===== src/rtl/dram_sched_pkg.sv =====
package dram_sched_pkg;

  typedef enum logic [2:0] {
    CMD_NOP  = 3'd0,
    CMD_PREA = 3'd1,
    CMD_REF  = 3'd2,
    CMD_SRE  = 3'd3,
    CMD_PDE  = 3'd4
  } sched_cmd_e;

  typedef enum logic [3:0] {
    ST_IDLE,
    ST_PREA,
    ST_WAIT_RP,
    ST_REF,
    ST_WAIT_RFC,
    ST_SRE,
    ST_SELF,
    ST_PDE,
    ST_PDOWN
  } seq_state_e;

endpackage


===== src/rtl/refresh_debt_counter.sv =====
module refresh_debt_counter #(
  parameter int REF_INTERVAL = 1560,
  parameter int MAX_POSTPONE = 8
) (
  input  logic clk,
  input  logic rst_n,
  input  logic freeze,
  input  logic ref_issue,
  output logic owed_any
);

  localparam int IVL_W  = $clog2(REF_INTERVAL);
  localparam int OWED_W = $clog2(MAX_POSTPONE + 1);
  localparam logic [IVL_W-1:0]  IVL_LAST = IVL_W'(REF_INTERVAL - 1);
  localparam logic [OWED_W-1:0] OWED_CAP = OWED_W'(MAX_POSTPONE);

  logic [IVL_W-1:0]  ivl_q, ivl_d;
  logic [OWED_W-1:0] owed_q, owed_d;
  logic              due;

  // interval counter: frozen at zero during self refresh
  always_comb begin
    due   = 1'b0;
    ivl_d = ivl_q + 1'b1;
    if (freeze) begin
      ivl_d = '0;
    end else if (ivl_q == IVL_LAST) begin
      ivl_d = '0;
      due   = 1'b1;
    end
  end

  // owed count: saturating add on due point, subtract on issue
  always_comb begin
    owed_d = owed_q;
    if (freeze) begin
      owed_d = '0;
    end else begin
      if (due && (owed_q != OWED_CAP)) owed_d = owed_d + 1'b1;
      if (ref_issue && (owed_d != '0)) owed_d = owed_d - 1'b1;
    end
  end

  always_ff @(posedge clk or negedge rst_n) begin
    if (!rst_n) begin
      ivl_q  <= '0;
      owed_q <= '0;
    end else begin
      ivl_q  <= ivl_d;
      owed_q <= owed_d;
    end
  end

  assign owed_any = (owed_q != '0);

endmodule


===== src/rtl/exit_hold_timer.sv =====
module exit_hold_timer #(
  parameter int W = 8
) (
  input  logic         clk,
  input  logic         rst_n,
  input  logic         load,
  input  logic [W-1:0] load_val,
  output logic         hold
);

  logic [W-1:0] cnt_q, cnt_d;
  logic         cnt_en;

  always_comb begin
    cnt_en = load || (cnt_q != '0);
    cnt_d  = load ? load_val : (cnt_q - 1'b1);
  end

  always_ff @(posedge clk or negedge rst_n) begin
    if (!rst_n) begin
      cnt_q <= '0;
    end else if (cnt_en) begin
      cnt_q <= cnt_d;
    end
  end

  assign hold = (cnt_q != '0);

endmodule


===== src/rtl/power_seq_fsm.sv =====
module power_seq_fsm
  import dram_sched_pkg::*;
#(
  parameter int T_RP  = 4,
  parameter int T_RFC = 15
) (
  input  logic       clk,
  input  logic       rst_n,
  input  logic       sleep_req,
  input  logic       pdown_req,
  input  logic       arb_gnt,
  input  logic       owed_any,
  input  logic       nonrd_hold,
  output logic       arb_req,
  output logic       cke,
  output sched_cmd_e cmd,
  output logic       seq_active,
  output logic       ref_issue,
  output logic       sr_freeze,
  output logic       exit_sr,
  output logic       exit_pd
);

  localparam int TMAX  = (T_RP > T_RFC) ? T_RP : T_RFC;
  localparam int TMR_W = $clog2(TMAX + 1);
  localparam logic [TMR_W-1:0] RP_LOAD  = TMR_W'(T_RP - 2);
  localparam logic [TMR_W-1:0] RFC_LOAD = TMR_W'(T_RFC - 2);

  seq_state_e       state_q, state_d, after_wait;
  logic [TMR_W-1:0] tmr_q, tmr_d;
  logic             tmr_en;
  logic             want;

  assign want = owed_any || sleep_req || pdown_req;

  // choice made at the end of every wait: refresh debt first
  always_comb begin
    if (owed_any)       after_wait = ST_REF;
    else if (sleep_req) after_wait = ST_SRE;
    else if (pdown_req) after_wait = ST_PDE;
    else                after_wait = ST_IDLE;
  end

  always_comb begin
    state_d = state_q;
    tmr_d   = tmr_q;
    tmr_en  = 1'b0;
    exit_sr = 1'b0;
    exit_pd = 1'b0;
    unique case (state_q)
      ST_IDLE: begin
        if (want && !nonrd_hold && arb_gnt) state_d = ST_PREA;
      end
      ST_PREA: begin
        state_d = ST_WAIT_RP;
        tmr_d   = RP_LOAD;
        tmr_en  = 1'b1;
      end
      ST_WAIT_RP: begin
        if (tmr_q == '0) begin
          state_d = after_wait;
        end else begin
          tmr_d  = tmr_q - 1'b1;
          tmr_en = 1'b1;
        end
      end
      ST_REF: begin
        state_d = ST_WAIT_RFC;
        tmr_d   = RFC_LOAD;
        tmr_en  = 1'b1;
      end
      ST_WAIT_RFC: begin
        if (tmr_q == '0) begin
          state_d = after_wait;
        end else begin
          tmr_d  = tmr_q - 1'b1;
          tmr_en = 1'b1;
        end
      end
      ST_SRE: begin
        state_d = ST_SELF;
      end
      ST_SELF: begin
        if (!sleep_req) begin
          state_d = ST_IDLE;
          exit_sr = 1'b1;
        end
      end
      ST_PDE: begin
        state_d = ST_PDOWN;
      end
      ST_PDOWN: begin
        if (!pdown_req || owed_any) begin
          state_d = ST_IDLE;
          exit_pd = 1'b1;
        end
      end
      default: state_d = ST_IDLE;
    endcase
  end

  always_ff @(posedge clk or negedge rst_n) begin
    if (!rst_n) begin
      state_q <= ST_IDLE;
    end else begin
      state_q <= state_d;
    end
  end

  always_ff @(posedge clk or negedge rst_n) begin
    if (!rst_n) begin
      tmr_q <= '0;
    end else if (tmr_en) begin
      tmr_q <= tmr_d;
    end
  end

  always_comb begin
    unique case (state_q)
      ST_PREA: cmd = CMD_PREA;
      ST_REF:  cmd = CMD_REF;
      ST_SRE:  cmd = CMD_SRE;
      ST_PDE:  cmd = CMD_PDE;
      default: cmd = CMD_NOP;
    endcase
  end

  assign cke        = !((state_q == ST_SRE) || (state_q == ST_SELF) ||
                        (state_q == ST_PDE) || (state_q == ST_PDOWN));
  assign seq_active = (state_q != ST_IDLE);
  assign arb_req    = seq_active || (want && !nonrd_hold);
  assign ref_issue  = (state_q == ST_REF);
  assign sr_freeze  = (state_q == ST_SRE) || (state_q == ST_SELF);

endmodule


===== src/rtl/dram_refresh_sched.sv =====
module dram_refresh_sched
  import dram_sched_pkg::*;
#(
  parameter int REF_INTERVAL = 1560,
  parameter int MAX_POSTPONE = 8,
  parameter int T_RP         = 4,
  parameter int T_RFC        = 15,
  parameter int T_XSNR       = 12,
  parameter int T_XSRD       = 200,
  parameter int T_PDX        = 1
) (
  input  logic       clk,
  input  logic       rst_n,
  input  logic       sleep_req,
  input  logic       pdown_req,
  input  logic       arb_gnt,
  output logic       arb_req,
  output logic       cke,
  output logic [2:0] cmd,
  output logic       busy,
  output logic       rd_hold,
  output logic       nonrd_hold
);

  localparam int XMAX = (T_XSRD > T_XSNR) ? ((T_XSRD > T_PDX) ? T_XSRD : T_PDX)
                                          : ((T_XSNR > T_PDX) ? T_XSNR : T_PDX);
  localparam int XW   = $clog2(XMAX + 1);
  localparam logic [XW-1:0] XSNR_V = XW'(T_XSNR);
  localparam logic [XW-1:0] XSRD_V = XW'(T_XSRD);
  localparam logic [XW-1:0] PDX_V  = XW'(T_PDX);

  // reset: asserted asynchronously, released on the clock
  logic [1:0] rst_sync_q;
  logic       rst_int_n;

  always_ff @(posedge clk or negedge rst_n) begin
    if (!rst_n) begin
      rst_sync_q <= 2'b00;
    end else begin
      rst_sync_q <= {rst_sync_q[0], 1'b1};
    end
  end
  assign rst_int_n = rst_sync_q[1];

  sched_cmd_e fsm_cmd;
  logic       owed_any, seq_active, ref_issue, sr_freeze;
  logic       exit_sr, exit_pd, hold_load;
  logic [XW-1:0] nonrd_val, rd_val;

  refresh_debt_counter #(
    .REF_INTERVAL (REF_INTERVAL),
    .MAX_POSTPONE (MAX_POSTPONE)
  ) u_debt (
    .clk       (clk),
    .rst_n     (rst_int_n),
    .freeze    (sr_freeze),
    .ref_issue (ref_issue),
    .owed_any  (owed_any)
  );

  power_seq_fsm #(
    .T_RP  (T_RP),
    .T_RFC (T_RFC)
  ) u_fsm (
    .clk        (clk),
    .rst_n      (rst_int_n),
    .sleep_req  (sleep_req),
    .pdown_req  (pdown_req),
    .arb_gnt    (arb_gnt),
    .owed_any   (owed_any),
    .nonrd_hold (nonrd_hold),
    .arb_req    (arb_req),
    .cke        (cke),
    .cmd        (fsm_cmd),
    .seq_active (seq_active),
    .ref_issue  (ref_issue),
    .sr_freeze  (sr_freeze),
    .exit_sr    (exit_sr),
    .exit_pd    (exit_pd)
  );

  assign hold_load = exit_sr || exit_pd;
  assign nonrd_val = exit_sr ? XSNR_V : PDX_V;
  assign rd_val    = exit_sr ? XSRD_V : PDX_V;

  exit_hold_timer #(.W(XW)) u_nonrd_hold (
    .clk      (clk),
    .rst_n    (rst_int_n),
    .load     (hold_load),
    .load_val (nonrd_val),
    .hold     (nonrd_hold)
  );

  exit_hold_timer #(.W(XW)) u_rd_hold (
    .clk      (clk),
    .rst_n    (rst_int_n),
    .load     (hold_load),
    .load_val (rd_val),
    .hold     (rd_hold)
  );

  assign cmd  = fsm_cmd;
  assign busy = seq_active || nonrd_hold || rd_hold;

endmodule


===== config.mk =====
export PLATFORM = sky130hd
export DESIGN_NAME = dram_refresh_sched
export DESIGN_NICKNAME = d
export VERILOG_FILES = /design/src/rtl/dram_sched_pkg.sv /design/src/rtl/refresh_debt_counter.sv /design/src/rtl/exit_hold_timer.sv /design/src/rtl/power_seq_fsm.sv /design/src/rtl/dram_refresh_sched.sv
export SDC_FILE = /design/constraint.sdc
export NUM_CORES = 1
export LEC_CHECK = 0
export BUFFER_PORTS_ARGS = -buffer_cell sky130_fd_sc_hd__buf_4
export CAP_MARGIN = 20
export CORE_MARGIN = 3
export CORE_UTILIZATION = 55
export CTS_CLUSTER_SIZE = 16
export DETAILED_ROUTE_END_ITERATION = 7
export GPL_TIMING_DRIVEN = 0
export PLACE_DENSITY = 0.76
export SLEW_MARGIN = 20
export SYNTH_ARGS = -nofsm -noshare
export SYNTH_HDL_FRONTEND = slang
export SYNTH_SLANG_ARGS = --single-unit
export TNS_END_PERCENT = 10

===== constraint.sdc =====
create_clock -name clk -period 1.8 [get_ports clk]
set_input_delay 0.36 -clock clk [delete_from_list [all_inputs] [get_ports clk]]
set_output_delay 0.36 -clock clk [all_outputs]
set_load 0.03 [all_outputs]

==> reports/qor.csv <==
metric,value,unit
type of origin of the critical path,register,
Vias/cell,5.93,
worst hold slack,0.142,ns
failing checks,negative setup slack,
vias after detailed routing,2178,
post-DP HPWL,3370,µm
library cells used by synthesis,55,
worst path cell trace,"or4_4, nor3_4, inv_4, o21ai_4, buf_6",
CTS tree,yes,
final period utilization,123,%
Die X,72.5,µm
number of synthesis warnings,0,
Worst VDD drop,1.22,mV
clock-pin slew on the worst setup and hold paths,0.09,ns
Max Slew Vio Count,0,
RSZ-0062 raised after global routing,yes,
Die H,72.5,µm
met1 Resource Use GR,27.9,%
crit-path max FO,3,
Initial Util,58.7,%
max-cap viol count,0,
Fin Clk Skew,0.00567,ns
ys flop type,dfrtp_1,
number of synthesized flops with an enable pin,0,
Yosys top cell by area,dfrtp_1,
leak pwr,1.39,nW
synth-to-layout area growth,31.1,%
Tmin final,2.22,ns
Synth Area per Inst,9.25,µm²
DR iter-0 viols,115,
Synth Instances,263,
Rel. slew slack,60.2,%
largest cells by area after synthesis,"dfrtp_1 42%, nor2_1 5.6%, xnor2_1 4.7%, xor2_1 4.3%, ha_1 3.1%",
crit path kind,reg -> out,
CP max-delay cell,or4_4,
I/O Pins,13,
final setup vio count,29,
worst path bufs/invs,2,
Die Area,5260,µm²
Multi-input gate area,1490,µm²
pwr dens,1670,nW/µm²
Syn Nets,274,
via count of the first global-routing pass,2145,
first-pass GRT wire length,9820,µm
port bufs,12,
First-pass DRT Iterations,4,
most used routing layer,met2,
layout cells sized above 1,33.1,%
WP data required,1.44,ns
fmax,450,MHz
ys async rst share,100,%
post-synthesis cell area,2430,µm²
GR met2 Demand/Resource,42.3,%
Worst-Skew Late Latency,0.30,ns
Min-Delay Path Class,reg -> async,
post-route cell area,3190,µm²
"Data arrival, critical path",1.86,ns
Sink Count,41,
Max clock buf depth,2,
Cell Int Power,0.00312,W
status,finished with violations,
largest net degree at the start of global routing,31,
DR DRC count,0,
GPL Wtd Cong,0.828,
FF/Latch Area,1030,µm²
Root Buffer,clkbuf_8,
register area share after synthesis,42.2,%
Core ar.,4140,µm²
"CP delay by family, top",simple AND/OR/NAND/NOR gates,
most frequent cells in the layout,"40 x buf_4, 40 x dfrtp_1, 35 x nor2_1, 13 x nand2_1, 13 x a21oi_1",
num rows,23,
Area after DPL,2610,µm²
critical path's largest stage delay,0.56,ns
initial antenna violation count,0,
Routed wire per std cell,16.6,µm
GRT Residual Overflow,0,
final hold viol count,0,
setup ws final,-0.421,ns
sequential share of power,30.9,%
Logic pwr share,54.8,%
switching share of power,41.2,%
critical path capture point type,output pin,
Net Sw Power,0.00219,W
area share of the largest cell type after synthesis,42.2,%
worst-margin pin slew,0.598,ns
nets,327,
Ant. Diodes,0,
CTS Buf Count,5,
GR Util All Layers,24.0,%
Clock power frac,14.4,%
number of synthesized register bits,41,
drt total wl,6090,µm
met3 GRT Util,3.74,%
"antenna viol nets, final",0,
Fillers,276,
htree depth,2,
## power by group through the flow
| stage | combinational (W) | sequential (W) | clock, W |
|---|---|---|---|
| after floorplan | 0.00165 | 0.00156 | 0 |
| after global placement | 0.00194 | 0.00163 | 0 |
| after detailed placement | 0.00202 | 0.00163 | 0 |
| after CTS | 0.00263 | 0.00160 | 0.000767 |
| after global routing | 0.00316 | 0.00168 | 0.000807 |
| final | 0.00291 | 0.00164 | 0.000763 |
## synthesized netlist by cell type (3+ instances only)
cell type	number
a211oi_1	4
xnor2_1	13
buf_2	5
nand2b_1	5
nand2_1	14
or3_1	5
xor2_1	12
ha_1	6
o22ai_1	3
nor3b_1	4
nor2_1	36
o31ai_1	3
o21ai_0	9
inv_1	13
nor3_1	9
a21oi_1	13
nand3_1	14
clkbuf_1	5
dfrtp_1	41
nor4_1	3
## state kept, by name (all words and copies together), names as in the netlist
signal              flops
u_nonrd_hold.cnt_q      8
u_fsm.tmr_q             4
u_debt.owed_q           4
u_fsm.state_q           4
rst_sync_q              2
u_rd_hold.cnt_q         8
u_debt.ivl_q           11
## worst reg2reg max path, cell delays in order (launching register included)
cell	delay, ns
dfrtp_1	0.39
or4_4	0.56
nor3_4	0.21
inv_4	0.07
o21ai_4	0.17
buf_4	0.16
nand4_4	0.13
mux2_4	0.32
## per-layer routing
layer,vias to the layer above,part of all wire [%]
met3,19,3.4
li1,1038,-
met2,55,52
met4,0,3.1
met5,-,0
met1,1066,42
## worst paths after layout
check / startpoint / to / slack (ns) / cells after the start
max: u_nonrd_hold.cnt_q[6] / arb_req / -0.42 / 5
min: rst_sync_q[1] / u_fsm.state_q[0] / 0.14 / 0
max reg2reg: u_nonrd_hold.cnt_q[6] / u_fsm.state_q[2] / -0.33 / 7
min reg2reg: rst_sync_q[1] / u_fsm.state_q[0] / 0.14 / 0
max in group asynchronous: rst_sync_q[1] / u_debt.ivl_q[0] / 1.21 / 1
min in group clk: rst_sync_q[0] / rst_sync_q[1] / 0.36 / 0
## kinds of logic (layout without fill, tap and decap cells)
family / count (synthesis) / count (layout) / synth area share, %
AO/OA/AOI/OAI: 51 / 51 / 14.7
XOR/XNOR: 25 / 25 / 9.00
adder cells (fa/ha/maj): 6 / 6 / 3.08
buffers and inverters: 25 / 79 / 4.22
flip-flops: 41 / 41 / 42.2
multiplexers: 4 / 4 / 1.90
other: 1 / 1 / 0.154
AND/OR/NAND/NOR: 110 / 110 / 24.8
## stage by stage
stage	setup TNS [ns]	utilization (%)	instances	total power, W	worst slack [ns]
6_report	-5.21	77.0	367	0.00531	-0.421
2_1_floorplan	-1.72	-	263	0.00320	-0.379
4_1_cts	-4.04	74.6	363	0.00500	-0.460
3_5_place_dp	-10.25	63.0	326	0.00365	-0.599
3_3_place_gp	-9.05	62.5	325	0.00357	-0.514
5_1_grt	-8.74	77.0	367	0.00565	-0.496
## final cells by class
| cell class | instances | area share (%) |
|---|---|---|
| multi-input combinational | 197 | 46.8 |
| sequential | 41 | 32.2 |
| timing repair buffer | 48 | 12.5 |
| clock buffer | 5 | 2.16 |
| tap | 50 | 1.96 |
| inverter | 14 | 1.73 |
| clock inverter | 3 | 1.45 |
| buffer | 9 | 1.26 |
## timing repair
| action | in CTS | in global routing |
|---|---|---|
| pin swaps | 12 | 9 |
| gates cloned | 0 | 0 |
| hold endpoints to repair | 2 | 0 |
| endpoints found under the setup margin | 41 | 44 |
| buffers inserted | 29 | 5 |
| gates resized for setup | 33 | 12 |
| hold buffers | 1 | 0 |
No activity file was read; power rests on OpenSTA's default activity.
